[config.mk]
export PLATFORM = sky130hd
export DESIGN_NAME = gpio_chg_ctrl
export DESIGN_NICKNAME = d
export VERILOG_FILES = /design/src/rtl/gpio_chg_pkg.sv /design/src/rtl/gpio_chg_sync.sv /design/src/rtl/gpio_chg_detect.sv /design/src/rtl/gpio_chg_ctrl.sv
export SDC_FILE = /design/constraint.sdc
export NUM_CORES = 1
export LEC_CHECK = 0
export CAP_MARGIN = 10
export CORE_MARGIN = 10
export CORE_UTILIZATION = 40
export CTS_BUF_LIST = sky130_fd_sc_hd__clkbuf_16
export DETAILED_ROUTE_END_ITERATION = 10
export GPL_ROUTABILITY_DRIVEN = 0
export PLACE_DENSITY = 0.67
export SYNTH_ARGS = -nofsm -noshare
export SYNTH_HDL_FRONTEND = slang
export SYNTH_SLANG_ARGS = --single-unit
[constraint.sdc]
create_clock -name clk -period 1.36 [get_ports clk]
set_input_delay 0.136 -clock clk [delete_from_list [all_inputs] [get_ports clk]]
set_output_delay 0.136 -clock clk [all_outputs]
set_load 0.005 [all_outputs]
[src/rtl/gpio_chg_pkg.sv]
// Package: shared register indices and constants for the GPIO change controller.
// Assumes a 32-bit data bus and a word-indexed register port.
package gpio_chg_pkg;
    localparam int BUS_W  = 32;
    localparam int IDX_W  = 3;

    localparam logic [IDX_W-1:0] IDX_DIR  = 3'd0;
    localparam logic [IDX_W-1:0] IDX_DATA = 3'd1;
    localparam logic [IDX_W-1:0] IDX_IEN  = 3'd2;
    localparam logic [IDX_W-1:0] IDX_CHG  = 3'd3;
    localparam logic [IDX_W-1:0] IDX_MASK = 3'd4;
    localparam logic [IDX_W-1:0] IDX_TYPE = 3'd5;

    localparam logic [BUS_W-1:0] TYPE_BOTH_EDGE = 32'h0000_0003;
endpackage

[src/rtl/gpio_chg_sync.sv]
// Module: per-line multi-stage synchroniser for asynchronous pad inputs.
// Assumes each bit is an independent signal, so no bus coherency is implied.
module gpio_chg_sync #(
    parameter int W      = 32,
    parameter int STAGES = 2
) (
    input  logic         clk,
    input  logic         rst_n,
    input  logic [W-1:0] async_in,
    output logic [W-1:0] sync_out
);
    logic [W-1:0] stage_q [STAGES];

    genvar s;
    generate
        for (s = 0; s < STAGES; s++) begin : g_stage
            // Shift the level one flop further down the chain.
            always_ff @(posedge clk) begin
                if (!rst_n) begin
                    stage_q[s] <= '0;
                end else if (s == 0) begin
                    stage_q[s] <= async_in;
                end else begin
                    stage_q[s] <= stage_q[(s == 0) ? 0 : s-1];
                end
            end
        end
    endgenerate

    assign sync_out = stage_q[STAGES-1];
endmodule

[src/rtl/gpio_chg_detect.sv]
// Module: both-edge detector and sticky change register with write-one-to-clear.
// Assumes 'level' is already synchronous. Only input-direction lines
// (dir bit 0) can set a bit. A set in the same cycle as a clear wins.
module gpio_chg_detect #(
    parameter int W = 32
) (
    input  logic         clk,
    input  logic         rst_n,
    input  logic [W-1:0] level,
    input  logic [W-1:0] dir,
    input  logic         clr_en,
    input  logic [W-1:0] clr_mask,
    output logic [W-1:0] chg_q
);
    logic [W-1:0] prev_q;
    logic [W-1:0] edge_vec;

    // Edge on any input-direction line, in either direction.
    always_comb edge_vec = (level ^ prev_q) & ~dir;

    // Remember the previous synchronised level.
    always_ff @(posedge clk) begin
        if (!rst_n) prev_q <= '0;
        else        prev_q <= level;
    end

    // Sticky change bits: clear on write-one, set on edge, set dominates.
    always_ff @(posedge clk) begin
        if (!rst_n) chg_q <= '0;
        else        chg_q <= (chg_q & ~(clr_en ? clr_mask : '0)) | edge_vec;
    end


    edge_sets_chk: assert property (@(posedge clk) disable iff (!rst_n)
        (|edge_vec) |=> ((chg_q & $past(edge_vec)) == $past(edge_vec)));


    outdir_quiet_chk: assert property (@(posedge clk) disable iff (!rst_n)
        1'b1 |=> ((chg_q & ~$past(chg_q) & $past(dir)) == '0));


    w1c_clear_chk: assert property (@(posedge clk) disable iff (!rst_n)
        clr_en |=> ((chg_q & $past(clr_mask & ~edge_vec)) == '0));


    hold_chk: assert property (@(posedge clk) disable iff (!rst_n)
        (!clr_en && edge_vec == '0) |=> $stable(chg_q));


    set_wins_chk: assert property (@(posedge clk) disable iff (!rst_n)
        (clr_en && ((clr_mask & edge_vec) != '0)) |=>
            ((chg_q & $past(clr_mask & edge_vec)) == $past(clr_mask & edge_vec)));
endmodule

[src/rtl/gpio_chg_ctrl.sv]
// Module: top of the GPIO controller with change interrupts.
// Holds direction, data, enable and mask registers, decodes the word-indexed
// register port, and ORs enabled change bits into one interrupt.
// Assumes single-cycle write strobes and pins held stable across reset.
module gpio_chg_ctrl
    import gpio_chg_pkg::*;
#(
    parameter int NUM_LINES   = 32,
    parameter int SYNC_STAGES = 2
) (
    input  logic                 clk,
    input  logic                 rst_n,
    input  logic                 bus_req,
    input  logic                 bus_wr,
    input  logic [IDX_W-1:0]     bus_widx,
    input  logic [BUS_W-1:0]     bus_wdata,
    output logic [BUS_W-1:0]     bus_rdata,
    input  logic [NUM_LINES-1:0] pin_in,
    output logic [NUM_LINES-1:0] pin_out,
    output logic [NUM_LINES-1:0] pin_oe,
    output logic                 irq
);
    localparam int N = NUM_LINES;

    logic [N-1:0] dir_q, dat_q, ien_q, mask_q, chg_q, lvl_sync;
    logic [N-1:0] wd;
    logic         wr_dir, wr_dat, wr_ien, wr_mask, wr_chg;

    assign wd      = bus_wdata[N-1:0];
    assign wr_dir  = bus_req && bus_wr && (bus_widx == IDX_DIR);
    assign wr_dat  = bus_req && bus_wr && (bus_widx == IDX_DATA);
    assign wr_ien  = bus_req && bus_wr && (bus_widx == IDX_IEN);
    assign wr_chg  = bus_req && bus_wr && (bus_widx == IDX_CHG);
    assign wr_mask = bus_req && bus_wr && (bus_widx == IDX_MASK);

    gpio_chg_sync #(.W(N), .STAGES(SYNC_STAGES)) u_sync (
        .clk      (clk),
        .rst_n    (rst_n),
        .async_in (pin_in),
        .sync_out (lvl_sync)
    );

    gpio_chg_detect #(.W(N)) u_det (
        .clk      (clk),
        .rst_n    (rst_n),
        .level    (lvl_sync),
        .dir      (dir_q),
        .clr_en   (wr_chg),
        .clr_mask (wd),
        .chg_q    (chg_q)
    );

    // Control registers: direction, enable and write mask.
    always_ff @(posedge clk) begin
        if (!rst_n) begin
            dir_q  <= '0;
            ien_q  <= '0;
            mask_q <= '1;
        end else begin
            if (wr_dir)  dir_q  <= wd;
            if (wr_ien)  ien_q  <= wd;
            if (wr_mask) mask_q <= wd;
        end
    end

    // Output data register: only mask-enabled bits take the write.
    always_ff @(posedge clk) begin
        if (!rst_n)      dat_q <= '0;
        else if (wr_dat) dat_q <= (dat_q & ~mask_q) | (wd & mask_q);
    end

    // Read mux with zero extension of the implemented lines.
    always_comb begin
        bus_rdata = '0;
        case (bus_widx)
            IDX_DIR:  bus_rdata[N-1:0] = dir_q;
            IDX_DATA: bus_rdata[N-1:0] = (dat_q & dir_q) | (lvl_sync & ~dir_q);
            IDX_IEN:  bus_rdata[N-1:0] = ien_q;
            IDX_CHG:  bus_rdata[N-1:0] = chg_q;
            IDX_MASK: bus_rdata[N-1:0] = mask_q;
            IDX_TYPE: bus_rdata        = TYPE_BOTH_EDGE;
            default:  bus_rdata        = '0;
        endcase
    end

    assign pin_out = dat_q;
    assign pin_oe  = dir_q;
    assign irq     = |(chg_q & ien_q);


    reset_state_chk: assert property (@(posedge clk) disable iff (!rst_n)
        $rose(rst_n) |-> (pin_oe == '0 && pin_out == '0 && !irq));


    mask_keep_chk: assert property (@(posedge clk) disable iff (!rst_n)
        wr_dat |=> ((pin_out & ~$past(mask_q)) == ($past(pin_out) & ~$past(mask_q))));


    irq_masked_chk: assert property (@(posedge clk) disable iff (!rst_n)
        (ien_q == '0) |-> !irq);
endmodule

; ---- After elaboration in Yosys (flattened, before gate mapping)
; Memories as Yosys holds them, arrays and structs flattened.
; Cells that the tools add are included.
[op_classes]
n_mux = 6
bitwise_logic = 16
reduce_logical = 8
n_eq_ne = 5
[op_table]
columns = op, count
row1 = 32-bit bitwise AND, 7
row2 = 32-bit case mux with 6 select lines, 1
row3 = 32-bit 2-to-1 mux, 3
row4 = 32-bit NOT, 3
row5 = 32-bit OR, 3
row6 = 32-bit OR reduction, 1
row7 = 32-bit bitwise XOR, 1
row8 = 3-bit by 2-bit equality test with 1-bit output (second input constant), 2
row9 = 3-bit equality test (second input constant), 2
row10 = 1-bit logical AND, 6
row11 = 3-bit by 1-bit equality test with 1-bit output (second input constant), 1
row12 = 3-bit zero test, 1
row13 = 1-bit 2-to-1 mux, 2
row14 = 1-bit OR, 2
[word_totals]
memories = 1
mem_bits_rw = 64
regBits = 192
[memory_table]
columns = memory, depth, width, read_ports, rd_ports_with_merged_regs, wr, line
row1 = u_sync.stage_q, 2, 32, 2, 0, 2, gpio_chg_sync.sv:12  ; logic [W-1:0] stage_q [STAGES];

; ---- Longest topological paths before layout
[logic_depth]
ltp_word = 6
ltp_mapped = 7

; ---- Modules after synthesis
; From an unflattened synthesis, not the netlist that was laid out.
[hier_totals]
cells_unflattened = 1143
hier_area_um2 = 11264.6
[by_module_without_submodules]
columns = mod, n_inst, area_each_um2, seq_area_each_um2, cells_per_inst
row1 = gpio_chg_ctrl, 1, 6960.4, 2562.5, 771
row2 = gpio_chg_detect, 1, 2512.4, 1281.2, 238
row3 = gpio_chg_sync, 1, 1791.7, 1281.2, 134

; ---- Worst setup path after synthesis
; No wires, ideal clock.
[synth_timing]
path_type = reg2out
start = reg u_det.chg_q[22]
end = out irq
t_required_ns = 1.224
stages_incl_launch_ff = 4
setup_slack_ns = 0.132
n_path_buf = 0
arrival_time_ns = 1.092
path_cell_list = dfxtp_1 -> a22oi_1 -> nand4_1 -> or4_1
[synth_between]
elab_chain_len = 2
[synth_lines]
columns = item, line
row1 = "start, declared", gpio_chg_detect.sv:13  ; output logic [W-1:0] chg_q
row2 = "start signal, assigned", gpio_chg_detect.sv:30  ; else chg_q <= (chg_q & ~(clr_en ? clr_mask : '0)) | edge_vec;
row3 = 32-bit bitwise AND, gpio_chg_ctrl.sv:88  ; assign irq = |(chg_q & ien_q);
row4 = 32-bit OR reduction, gpio_chg_ctrl.sv:88
row5 = "end, declared", gpio_chg_ctrl.sv:21  ; output logic irq
; No other way between the ends.

; ---- Worst setup path in the final report
; Ends and elaborated chain as after synthesis.

==> results_dict.tcl <==
set metrics [dict create \
    powerDensity_nw_per_um2 1040 \
    die_w_um 187 \
    cts-root-buf "clkbuf_16" \
    endpoint_kind "output port" \
    cts_tree "done" \
    fin_skew_ps 19.6 \
    yosys.cell_types.count 41 \
    final_common_cell "buf_4" \
    cts.sinks 256 \
    numPortBuffers 167 \
    syn_area_sq_um 11200 \
    final_cells 1978 \
    setup_slack_ps -713 \
    critPathLaunchType "flop" \
    synth.area.top_cells "dfxtp_1 (46%), nand3_1 (5.7%), and2_1 (5.4%)" \
    drt_iter0_markers 1180 \
    grt.total_usage_pct 21.6 \
    clockBufferDepth 3 \
    ys_seq_area_share_pct 45.7 \
    drive_above_1_share_pct 37.9 \
    setup_viol 34 \
    yosys.area.top_type_share_pct 45.7 \
    start_util_pct 40.5 \
    synth_edf_count 0 \
    grt_max_degree 45 \
    synth_area_leader_cell "dfxtp_1" \
    finalSetupTns_ps -14150 \
    final.period_utilization_pct 152 \
    drt-pass1-iter-count 7 \
    pre_cts_ws_ps -691 \
    worst-setup-path-type "reg2out" \
    relSlewSlack_pct 71.0 \
    drcViolationCount 0 \
    rsz0062_at_grt "true" \
    n_fill_cell 2350 \
    fin_area_sq_um 16400 \
    viasPerCell 5.58 \
    clk_latency_ps 550 \
    synth_seq_cells 256 \
    worstPathArrival_ps 1940 \
    io_pins 168 \
    p_leak_nw 6.90 \
    nets 1649 \
    clock.fmax_ghz 0.482 \
    final_cell_mix "buf_4 (221), dfxtp_1 (173), nand3_1 (128), and2_1 (97), o21ai_0 (93)" \
    holdCritPathClass "in2reg" \
    multi_input_area_sq_um 5900 \
    crit_required_ps 1220 \
    grt_pass1_vias 11100 \
    finalHoldViolCount 0 \
    seqCellArea_sq_um 5240 \
    final_antenna_net_count 0 \
    synth_fp_nets 1282 \
    grt_overflow 0 \
    cap_violations 0 \
    dpl_cell_area_sq_um 15100 \
    dpl.hpwl_um 27500 \
    fp.dieH_um 187 \
    syn_to_final_growth_pct 46.5 \
    vias 11000 \
    ys.flop_type "dfxtp_1" \
    ys_warn_count 0 \
    fin_crit_ps 2070 \
    drv_slew 0 \
    tightest_slew_ps 435 \
    rows 61 \
    wire_per_inst_um 20.5 \
    syn_inst 1211 \
    cts_htree_levels 1 \
    status "complete, but fails checks" \
    coreArea_sq_um 27700 \
    die-area_sq_um 35100 \
    placedCellCount 1918 \
    avgSynthCellArea_sq_um 9.26 \
    clk_pin_slew_ps 60 \
    antenna_found_initial 1 \
    grt_pass1_wl_um 62300 \
    path_max_fanout 2 \
    violations "setup timing" \
    ir_drop_uv 950 \
    postLayoutCoreUtil_pct 59.3 \
    wirelength_um 40500 \
    synthArstFlopShare_pct 0 \
    cts_buffers 29 \
]
final timing paths:
check / from / end / slack, ps / cells past startpoint
max: u_det.chg_q[22] / irq / -710 / 4
min: pin_in[8] / u_sync.stage_q[0][8] / 170 / 2
max reg2reg: u_sync.stage_q[1][16] / u_det.chg_q[16] / 280 / 4
min reg2reg: u_sync.stage_q[0][5] / u_sync.stage_q[1][5] / 430 / 1
cell usage after synthesis (32+ instances only):
master	n
xnor2_1	32
o21a_1	32
nand2_1	37
a41o_1	32
nor2_1	32
and2_1	96
mux2_2	52
buf_2	38
o21ai_0	93
a21boi_1	39
inv_1	33
dfxtp_1	256
nand3_1	128
a31oi_1	64
a22oi_1	63
clkbuf_1	57
cell families (layout without fill, tap and decap cells):
family | Yosys count | count (layout) | share of synthesized area, %
AO/OA/AOI/OAI | 392 | 392 | 23.8
XOR/XNOR | 32 | 32 | 2.50
buffers and inverters | 147 | 535 | 6.34
flip-flops | 256 | 256 | 45.7
multiplexers | 67 | 67 | 6.56
other | 0 | 1 | 0
AND/OR/NAND/NOR | 317 | 317 | 15.1
worst max-delay path: stages, from the launching register on:
cell,delay (ps)
dfxtp_2,330
a22oi_1,190
nand4_1,140
or4_4,600
buf_6,140
layout make-up:
| class | instances | share of cell area (%) |
|---|---|---|
| multi-input combinational | 808 | 35.9 |
| sequential | 256 | 31.9 |
| timing repair buffer | 450 | 23.6 |
| clock buffer | 29 | 4.42 |
| tap | 378 | 2.88 |
| inverter | 33 | 0.754 |
| clock inverter | 23 | 0.564 |
| antenna | 1 | 0.0152 |
routing by layer:
metal	GRT usage [%]	up-vias	part of all wire [%]
met1	28.6	5347	44
met5	0	-	0
met4	7.26	0	2.4
li1	-	5135	-
met3	4.29	67	8.2
met2	34.4	480	46
report_power, final:
group,switching (mW),internal [mW]
Sequential,0.149,7.75
Clock,3.07,3.81
Combinational,1.19,1.17
per-stage QoR:
step                      power, mW  hold slack [ps]
after floorplan                9.00              263
after global placement         10.2              417
after detailed placement       10.2              420
after CTS                      17.1              160
after global routing           17.7              172
final                          17.1              169
timing repair:
action	4_1_cts	5_1_grt
resized for setup	496	77
hold endpoints to repair	9	0
hold buffers	1	0
buffers inserted	11	10
pin swaps	48	31
setup endpoints to repair	97	65
Power figures use the tool's default switching activity.
